<file path="src/rtl/timer_pkg.sv">
// Shared types and helpers for the dual prescaled reload timer.
// Assumes at most two timers; the control nibble of timer 0 sits at bits 11:8,
// every other timer's nibble at bits 3:0 (only two timers are ever built).
package timer_pkg;

    // Per-timer control nibble, MSB first: strobe, enable, load, continuous.
    typedef struct packed {
        logic strobe;
        logic en;
        logic load;
        logic cont;
    } tmr_ctrl_t;

    // Bit offset of a timer's nibble inside the shared control word.
    function automatic int ctrl_base(input int idx);
        return (idx == 0) ? 8 : 0;
    endfunction

    // Mask of the control-word bits that some timer owns.
    function automatic logic [31:0] ctrl_legal(input int ntmr);
        logic [31:0] m;
        m = '0;
        for (int i = 0; i < ntmr; i++) m |= 32'hF << ctrl_base(i);
        return m;
    endfunction

endpackage

</file>
<file path="src/rtl/tmr_regdec.sv">
// Register write decoder: turns one write port into per-timer strobes and
// splits the shared control word into per-timer nibbles.
// Assumes addresses 2*i and 2*i+1 belong to timer i and 2*NTMR is control.
module tmr_regdec
    import timer_pkg::*;
#(
    parameter int NTMR   = 2,
    parameter int ADDR_W = 3,
    parameter int DATA_W = 32
) (
    input  logic              wr_en,
    input  logic [ADDR_W-1:0] addr,
    input  logic [DATA_W-1:0] wdata,
    output logic [NTMR-1:0]   wr_cnt,
    output logic [NTMR-1:0]   wr_scl,
    output logic              ctrl_wr,
    output tmr_ctrl_t         ctrl [NTMR],
    output logic              ctrl_err
);
    localparam logic [ADDR_W-1:0] CTRL_ADDR = ADDR_W'(2 * NTMR);
    localparam logic [DATA_W-1:0] LEGAL     = DATA_W'(ctrl_legal(NTMR));

    // Control write strobe and illegal-bit detection.
    assign ctrl_wr  = wr_en && (addr == CTRL_ADDR);
    assign ctrl_err = ctrl_wr && |(wdata & ~LEGAL);

    for (genvar g = 0; g < NTMR; g++) begin : g_dec
        // Per-timer counter/scaler strobes and control nibble extraction.
        assign wr_cnt[g] = wr_en && (addr == ADDR_W'(2 * g));
        assign wr_scl[g] = wr_en && (addr == ADDR_W'(2 * g + 1));
        assign ctrl[g]   = tmr_ctrl_t'(wdata[ctrl_base(g) +: 4]);
    end

endmodule

</file>
<file path="src/rtl/tmr_prescaler.sv">
// Programmable prescaler: counts down from the scaler value and flags an
// expiry when it reaches zero, so one period is scaler + 1 clocks.
// Assumes start and run are never both needed: start reloads the count.
module tmr_prescaler #(
    parameter int SW = 8
) (
    input  logic          clk,
    input  logic          rst_n,
    input  logic          start,
    input  logic          run,
    input  logic [SW-1:0] scaler,
    output logic          expire,
    output logic [SW-1:0] remain
);
    logic [SW-1:0] cnt_q;

    // Down-count the prescale value, refilling on start or on expiry.
    always_ff @(posedge clk) begin
        if (!rst_n) begin
            cnt_q <= '0;
        end else if (start) begin
            cnt_q <= scaler;
        end else if (run) begin
            cnt_q <= (cnt_q == '0) ? scaler : cnt_q - 1'b1;
        end
    end

    assign expire = run && !start && (cnt_q == '0);
    assign remain = cnt_q;

endmodule

</file>
<file path="src/rtl/tmr_channel.sv">
// One timer: scaler, reload and counter registers, run state and interrupt.
// Assumes the control nibble is valid only in cycles where ctrl_wr is high.
module tmr_channel
    import timer_pkg::*;
#(
    parameter int SW     = 8,
    parameter int DATA_W = 32
) (
    input  logic              clk,
    input  logic              rst_n,
    input  logic              wr_cnt,
    input  logic              wr_scl,
    input  logic              ctrl_wr,
    input  tmr_ctrl_t         ctrl,
    input  logic [DATA_W-1:0] wdata,
    output logic [DATA_W-1:0] cnt_rd,
    output logic [DATA_W-1:0] scl_rd,
    output logic              irq,
    output logic              scl_err
);
    localparam logic [DATA_W-1:0] KEEP = (DATA_W'(1) << SW) - 1'b1;

    logic [DATA_W-1:0] cnt_q, reload_q;
    logic [SW-1:0]     scl_q, remain;
    logic              run_q, en_q, cont_q, irq_q;
    logic              start, expire;

    assign start   = ctrl_wr && ctrl.strobe && ctrl.en && !run_q;
    assign scl_err = wr_scl && |(wdata & ~KEEP);

    tmr_prescaler #(.SW(SW)) u_presc (
        .clk    (clk),
        .rst_n  (rst_n),
        .start  (start),
        .run    (run_q),
        .scaler (scl_q),
        .expire (expire),
        .remain (remain)
    );

    // Register writes, expiry handling and interrupt pulse generation.
    always_ff @(posedge clk) begin
        if (!rst_n) begin
            cnt_q    <= '1;
            reload_q <= '1;
            scl_q    <= '0;
            run_q    <= 1'b0;
            en_q     <= 1'b0;
            cont_q   <= 1'b0;
            irq_q    <= 1'b0;
        end else begin
            irq_q <= 1'b0;
            if (wr_cnt) reload_q <= wdata;
            if (wr_scl) scl_q    <= wdata[SW-1:0];
            if (expire) begin
                if (!en_q) begin
                    run_q <= 1'b0;
                end else if (cnt_q != '0) begin
                    cnt_q <= cnt_q - 1'b1;
                end else begin
                    irq_q <= 1'b1;
                    if (cont_q) begin
                        cnt_q <= reload_q;
                    end else begin
                        run_q <= 1'b0;
                        en_q  <= 1'b0;
                    end
                end
            end
            if (ctrl_wr) begin
                cont_q <= ctrl.cont;
                if (ctrl.strobe) en_q <= ctrl.en;
                if (start)       run_q <= 1'b1;
                if (ctrl.load)   cnt_q <= reload_q;
            end
        end
    end

    assign cnt_rd = cnt_q;
    assign scl_rd = run_q ? DATA_W'(remain) : DATA_W'(scl_q);
    assign irq    = irq_q;

endmodule

</file>
<file path="src/rtl/dual_reload_timer.sv">
// Top of the dual prescaled reload timer: a real-time timer with a narrow
// prescaler and a general timer with a wide one behind one register port.
// Assumes single-cycle writes; reads are combinational from addr.
module dual_reload_timer
    import timer_pkg::*;
#(
    parameter int ADDR_W    = 3,
    parameter int DATA_W    = 32,
    parameter int RTC_SCL_W = 8,
    parameter int GPT_SCL_W = 16
) (
    input  logic              clk,
    input  logic              rst_n,
    input  logic              wr_en,
    input  logic [ADDR_W-1:0] addr,
    input  logic [DATA_W-1:0] wdata,
    output logic [DATA_W-1:0] rdata,
    output logic              wr_err,
    output logic              rtc_irq,
    output logic              gpt_irq
);
    localparam int NTMR = 2;

    logic [NTMR-1:0]   wr_cnt, wr_scl, irq, scl_err;
    logic              ctrl_wr, ctrl_err, err_q;
    tmr_ctrl_t         ctrl [NTMR];
    logic [DATA_W-1:0] cnt_rd [NTMR];
    logic [DATA_W-1:0] scl_rd [NTMR];

    tmr_regdec #(.NTMR(NTMR), .ADDR_W(ADDR_W), .DATA_W(DATA_W)) u_dec (
        .wr_en    (wr_en),
        .addr     (addr),
        .wdata    (wdata),
        .wr_cnt   (wr_cnt),
        .wr_scl   (wr_scl),
        .ctrl_wr  (ctrl_wr),
        .ctrl     (ctrl),
        .ctrl_err (ctrl_err)
    );

    for (genvar g = 0; g < NTMR; g++) begin : g_tmr
        localparam int SW = (g == 0) ? RTC_SCL_W : GPT_SCL_W;
        tmr_channel #(.SW(SW), .DATA_W(DATA_W)) u_ch (
            .clk     (clk),
            .rst_n   (rst_n),
            .wr_cnt  (wr_cnt[g]),
            .wr_scl  (wr_scl[g]),
            .ctrl_wr (ctrl_wr),
            .ctrl    (ctrl[g]),
            .wdata   (wdata),
            .cnt_rd  (cnt_rd[g]),
            .scl_rd  (scl_rd[g]),
            .irq     (irq[g]),
            .scl_err (scl_err[g])
        );
    end

    // Register the illegal-write indication as a one-cycle pulse.
    always_ff @(posedge clk) begin
        if (!rst_n) err_q <= 1'b0;
        else        err_q <= ctrl_err || |scl_err;
    end

    // Read multiplexer: even addresses counters, odd scalers, others zero.
    always_comb begin
        rdata = '0;
        for (int i = 0; i < NTMR; i++) begin
            if (addr == ADDR_W'(2 * i))     rdata = cnt_rd[i];
            if (addr == ADDR_W'(2 * i + 1)) rdata = scl_rd[i];
        end
    end

    assign wr_err  = err_q;
    assign rtc_irq = irq[0];
    assign gpt_irq = irq[1];

endmodule

</file>
<file path="config.mk">
export PLATFORM = sky130hd
export DESIGN_NAME = dual_reload_timer
export DESIGN_NICKNAME = d
export VERILOG_FILES = /design/src/rtl/timer_pkg.sv /design/src/rtl/tmr_regdec.sv /design/src/rtl/tmr_prescaler.sv /design/src/rtl/tmr_channel.sv /design/src/rtl/dual_reload_timer.sv
export SDC_FILE = /design/constraint.sdc
export NUM_CORES = 1
export LEC_CHECK = 0
export ABC_AREA = 1
export BUFFER_PORTS_ARGS = -buffer_cell sky130_fd_sc_hd__buf_2
export CAP_MARGIN = 20
export CORE_AREA = 5 5 158 160
export DETAILED_ROUTE_END_ITERATION = 10
export DIE_AREA = 0 0 163 165
export GPL_ROUTABILITY_DRIVEN = 0
export PLACE_DENSITY = 0.71
export REMOVE_ABC_BUFFERS = 1
export SYNTH_ARGS = -nofsm -noshare
export SYNTH_HDL_FRONTEND = slang
export SYNTH_SLANG_ARGS = --single-unit
</file>
<file path="constraint.sdc">
create_clock -name clk -period 1.7 [get_ports clk]
set_clock_uncertainty 0.05 [all_clocks]
set_input_delay 0.34 -clock clk [delete_from_list [all_inputs] [get_ports clk]]
set_output_delay 0.34 -clock clk [all_outputs]
set_load 0.03 [all_outputs]
</file>
==> impl_metrics.json <==
{
  "fillCellCount": 1436,
  "period_needed_ps": 2220,
  "power.share.clock_pct": 37.2,
  "clockBufferDepth": 2,
  "synth_top_area_share_pct": 31.51,
  "p_int_uw": 7496,
  "numPortBuffers": 72,
  "core_area_sq_mm": 0.02326,
  "crit_path_max_fanout": 19,
  "worstSkewPairLatency_ps": 450,
  "hold_start": "wdata[8]",
  "hold_viol": 0,
  "pin_count": 73,
  "power_uw": 11040,
  "grt_overflow": 0,
  "post-place-ws_ps": -240.1,
  "hold_end": "g_tmr[0].u_ch.reload_q[8]",
  "clkTransAtPathRegs_ps": 80,
  "startpoint_type": "register",
  "antenna_left": 0,
  "slew-limit-headroom_pct": 54.33,
  "whs_path_depth": 3,
  "synth_common_cells": "nand2_1 (628), nand3_1 (200), inv_1 (189)",
  "power_switching_uw": 3540,
  "rows": 56,
  "async_flop_share_pct": 0,
  "ff2ff_setup_slack_ps": -290,
  "drive_above_1_share_pct": 38.82,
  "wl_per_cell_microns": 21.23,
  "postCtsHoldBufs": 0,
  "path_cells": "clkinv_2 > buf_12 > o21ai_0 > o21ai_1 > buf_4",
  "htreeDepth": 4,
  "rr_worst_depth": 13,
  "yosysTopAreaCell": "dfxtp_1",
  "regToRegStartpoint": "g_tmr[1].u_ch.u_presc.remain[0]",
  "finalSetupViolations": 116,
  "syn-instance-count": 1954,
  "num_vias": 16280,
  "wl_microns": 56050,
  "powerDensity_mw_per_mm2": 592.6,
  "die_x_microns": 163,
  "ys.flop_type": "dfxtp_1",
  "cts_tree": "built",
  "dp_hpwl_microns": 32000,
  "nets": 2353,
  "antennaDiodeCount": 0,
  "setup_tns_ps": -16060,
  "fin_area_sq_mm": 0.01862,
  "crit_path_max_incr_delay_ps": 400,
  "drt_iter0_drc": 2310,
  "syn_to_final_growth_pct": 58.44,
  "grt_pass1_vias": 15190,
  "maxSlewViolCount": 0,
  "worst_path_max_delay_cell": "dfxtp_4",
  "power_leakage_uw": 0.008567,
  "drv_cap": 0,
  "cp.required_ps": 1310,
  "period_share_pct": 130.6,
  "worst_pin_slew_ps": 678.8,
  "rsz0062_at_grt": "yes",
  "synth-edff-count": 0,
  "die_y_microns": 165,
  "yosysWarnings": 0,
  "worstPathArrival_ps": 1830,
  "start_util_pct": 50.53,
  "pwr-share-seq_pct": 41.4,
  "viasPerCell": 6.167,
  "place_inst": 2502,
  "dieArea_sq_mm": 0.02690,
  "fin_cells": 2640,
  "avgSynthCellArea_sq_um": 6.015,
  "cts_buffers": 17,
  "path_class": "reg -> out",
  "fmax_mhz": 450.5,
  "root_buffer": "clkbuf_16",
  "hp-class": "in -> reg",
  "grt_usage_pct": 36.99,
  "grt_max_degree": 52,
  "yosysUniqueCellTypes": 39,
  "grt_pass1_wl_microns": 79010,
  "antenna_found_initial": 0,
  "drt_pass1_iterations": 7,
  "yosysSeqAreaShare_pct": 31.51,
  "max-vdd-ir-drop_mv": 0.5078,
  "critPathCaptureType": "primary output",
  "placed_cell_area_sq_mm": 0.01428,
  "synth.most_common_cell": "nand2_1",
  "cts.sinks": 185,
  "fin_ws_ps": -519.9,
  "drc": 0,
  "r2r_end": "g_tmr[1].u_ch.u_presc.remain[1]",
  "synth_area_leaders": "dfxtp_1 (32%), nand2_1 (20%), nand3_1 (8.5%)",
  "ys_ff_latch": 185,
  "power_frac_comb_pct": 21.4,
  "switching_share_pct": 32.08,
  "synth_area_sq_mm": 0.01175,
  "status": "finished with violations",
  "failed_checks": "negative setup slack"
}
[worst max path at each step]
stage	from	end	slack, ps	cells past startpoint
floorplan	addr[1]	g_tmr[0].u_ch.cnt_rd[0]	-1780	6
global route	g_tmr[1].u_ch.run_q	rdata[7]	-510	6
CTS	g_tmr[0].u_ch.run_q	rdata[3]	-350	8
global placement	addr[1]	rdata[4]	-270	9
detailed placement	addr[1]	rdata[30]	-240	8
finish	g_tmr[1].u_ch.run_q	rdata[7]	-520	5
[cells in the final DEF (no fill, tap or decap), types with 55 or more instances in the layout]
cell,instances
nand3_1,139
dfxtp_1,142
inv_1,152
nand2_1,545
a21oi_1,131
nor2_1,90
buf_6,68
buf_4,268
o21ai_0,90
nand3_2,55
[worst max-delay path, delay by kind of cell (launching register included)]
kind | cells | cell delay, ps
compound gates | 2 | 530
buf+inv | 3 | 450
flops | 1 | 400
[cells by family after synthesis]
group | Yosys count | synth area share (%)
buffers and inverters | 300 | 10.33
adder cells (fa/ha/maj) | 6 | 0.6387
AND/OR/NAND/NOR | 1053 | 37.85
XOR/XNOR | 22 | 1.639
AO/OA/AOI/OAI | 388 | 18.03
flip-flops | 185 | 31.51
[layer usage]
layer	wire length [microns]	track usage, %
met1	19870	45.21
met2	25030	59.28
met3	6427	8.161
met4	4730	23.10
met5	0	0
[layout make-up]
class | count | area (sq um) | share of cell area (%)
multi-input combinational | 1469 | 8730 | 46.88
sequential | 185 | 3765 | 20.22
timing repair buffer | 437 | 4314 | 23.17
clock buffer | 17 | 425.4 | 2.284
tap | 319 | 399.1 | 2.143
clock inverter | 14 | 157.7 | 0.8465
inverter | 199 | 832.0 | 4.468
[per-stage QoR]
step / util, % / hold slack, ps
after global placement: 61.40 / 386.8
after global routing: 80.06 / 118.1
after CTS: 74.40 / 93.95
after detailed placement: 61.40 / 395.1
after floorplan: - / 358.7
final: 80.06 / 96.92
[repair_timing]
action                                  CTS  global route
gates cloned                             18             3
endpoints found under the setup margin  116           126
pin swaps                               127           123
setup buffers                            64            38
gates resized for setup                 461           295
[sequential cells by signal, indices dropped and copies added, names as in the netlist]
signal and cells:
g_tmr.u_ch.cont_q 2, g_tmr.u_ch.en_q 2, g_tmr.u_ch.irq 2, g_tmr.u_ch.cnt_rd 64, g_tmr.u_ch.reload_q 64, wr_err 1, g_tmr.u_ch.scl_q 24, g_tmr.u_ch.u_presc.remain 24
g_tmr.u_ch.run_q 2
[power by group through the flow]
stage	Sequential, uW	Clock (uW)	Combinational, uW
2_1_floorplan	4640	0	833
3_3_place_gp	4640	0	1530
3_5_place_dp	4640	0	1560
4_1_cts	4550	4050	1870
5_1_grt	4580	4270	2470
6_report	4570	4110	2360
No activity file was read; power rests on OpenSTA's default activity.
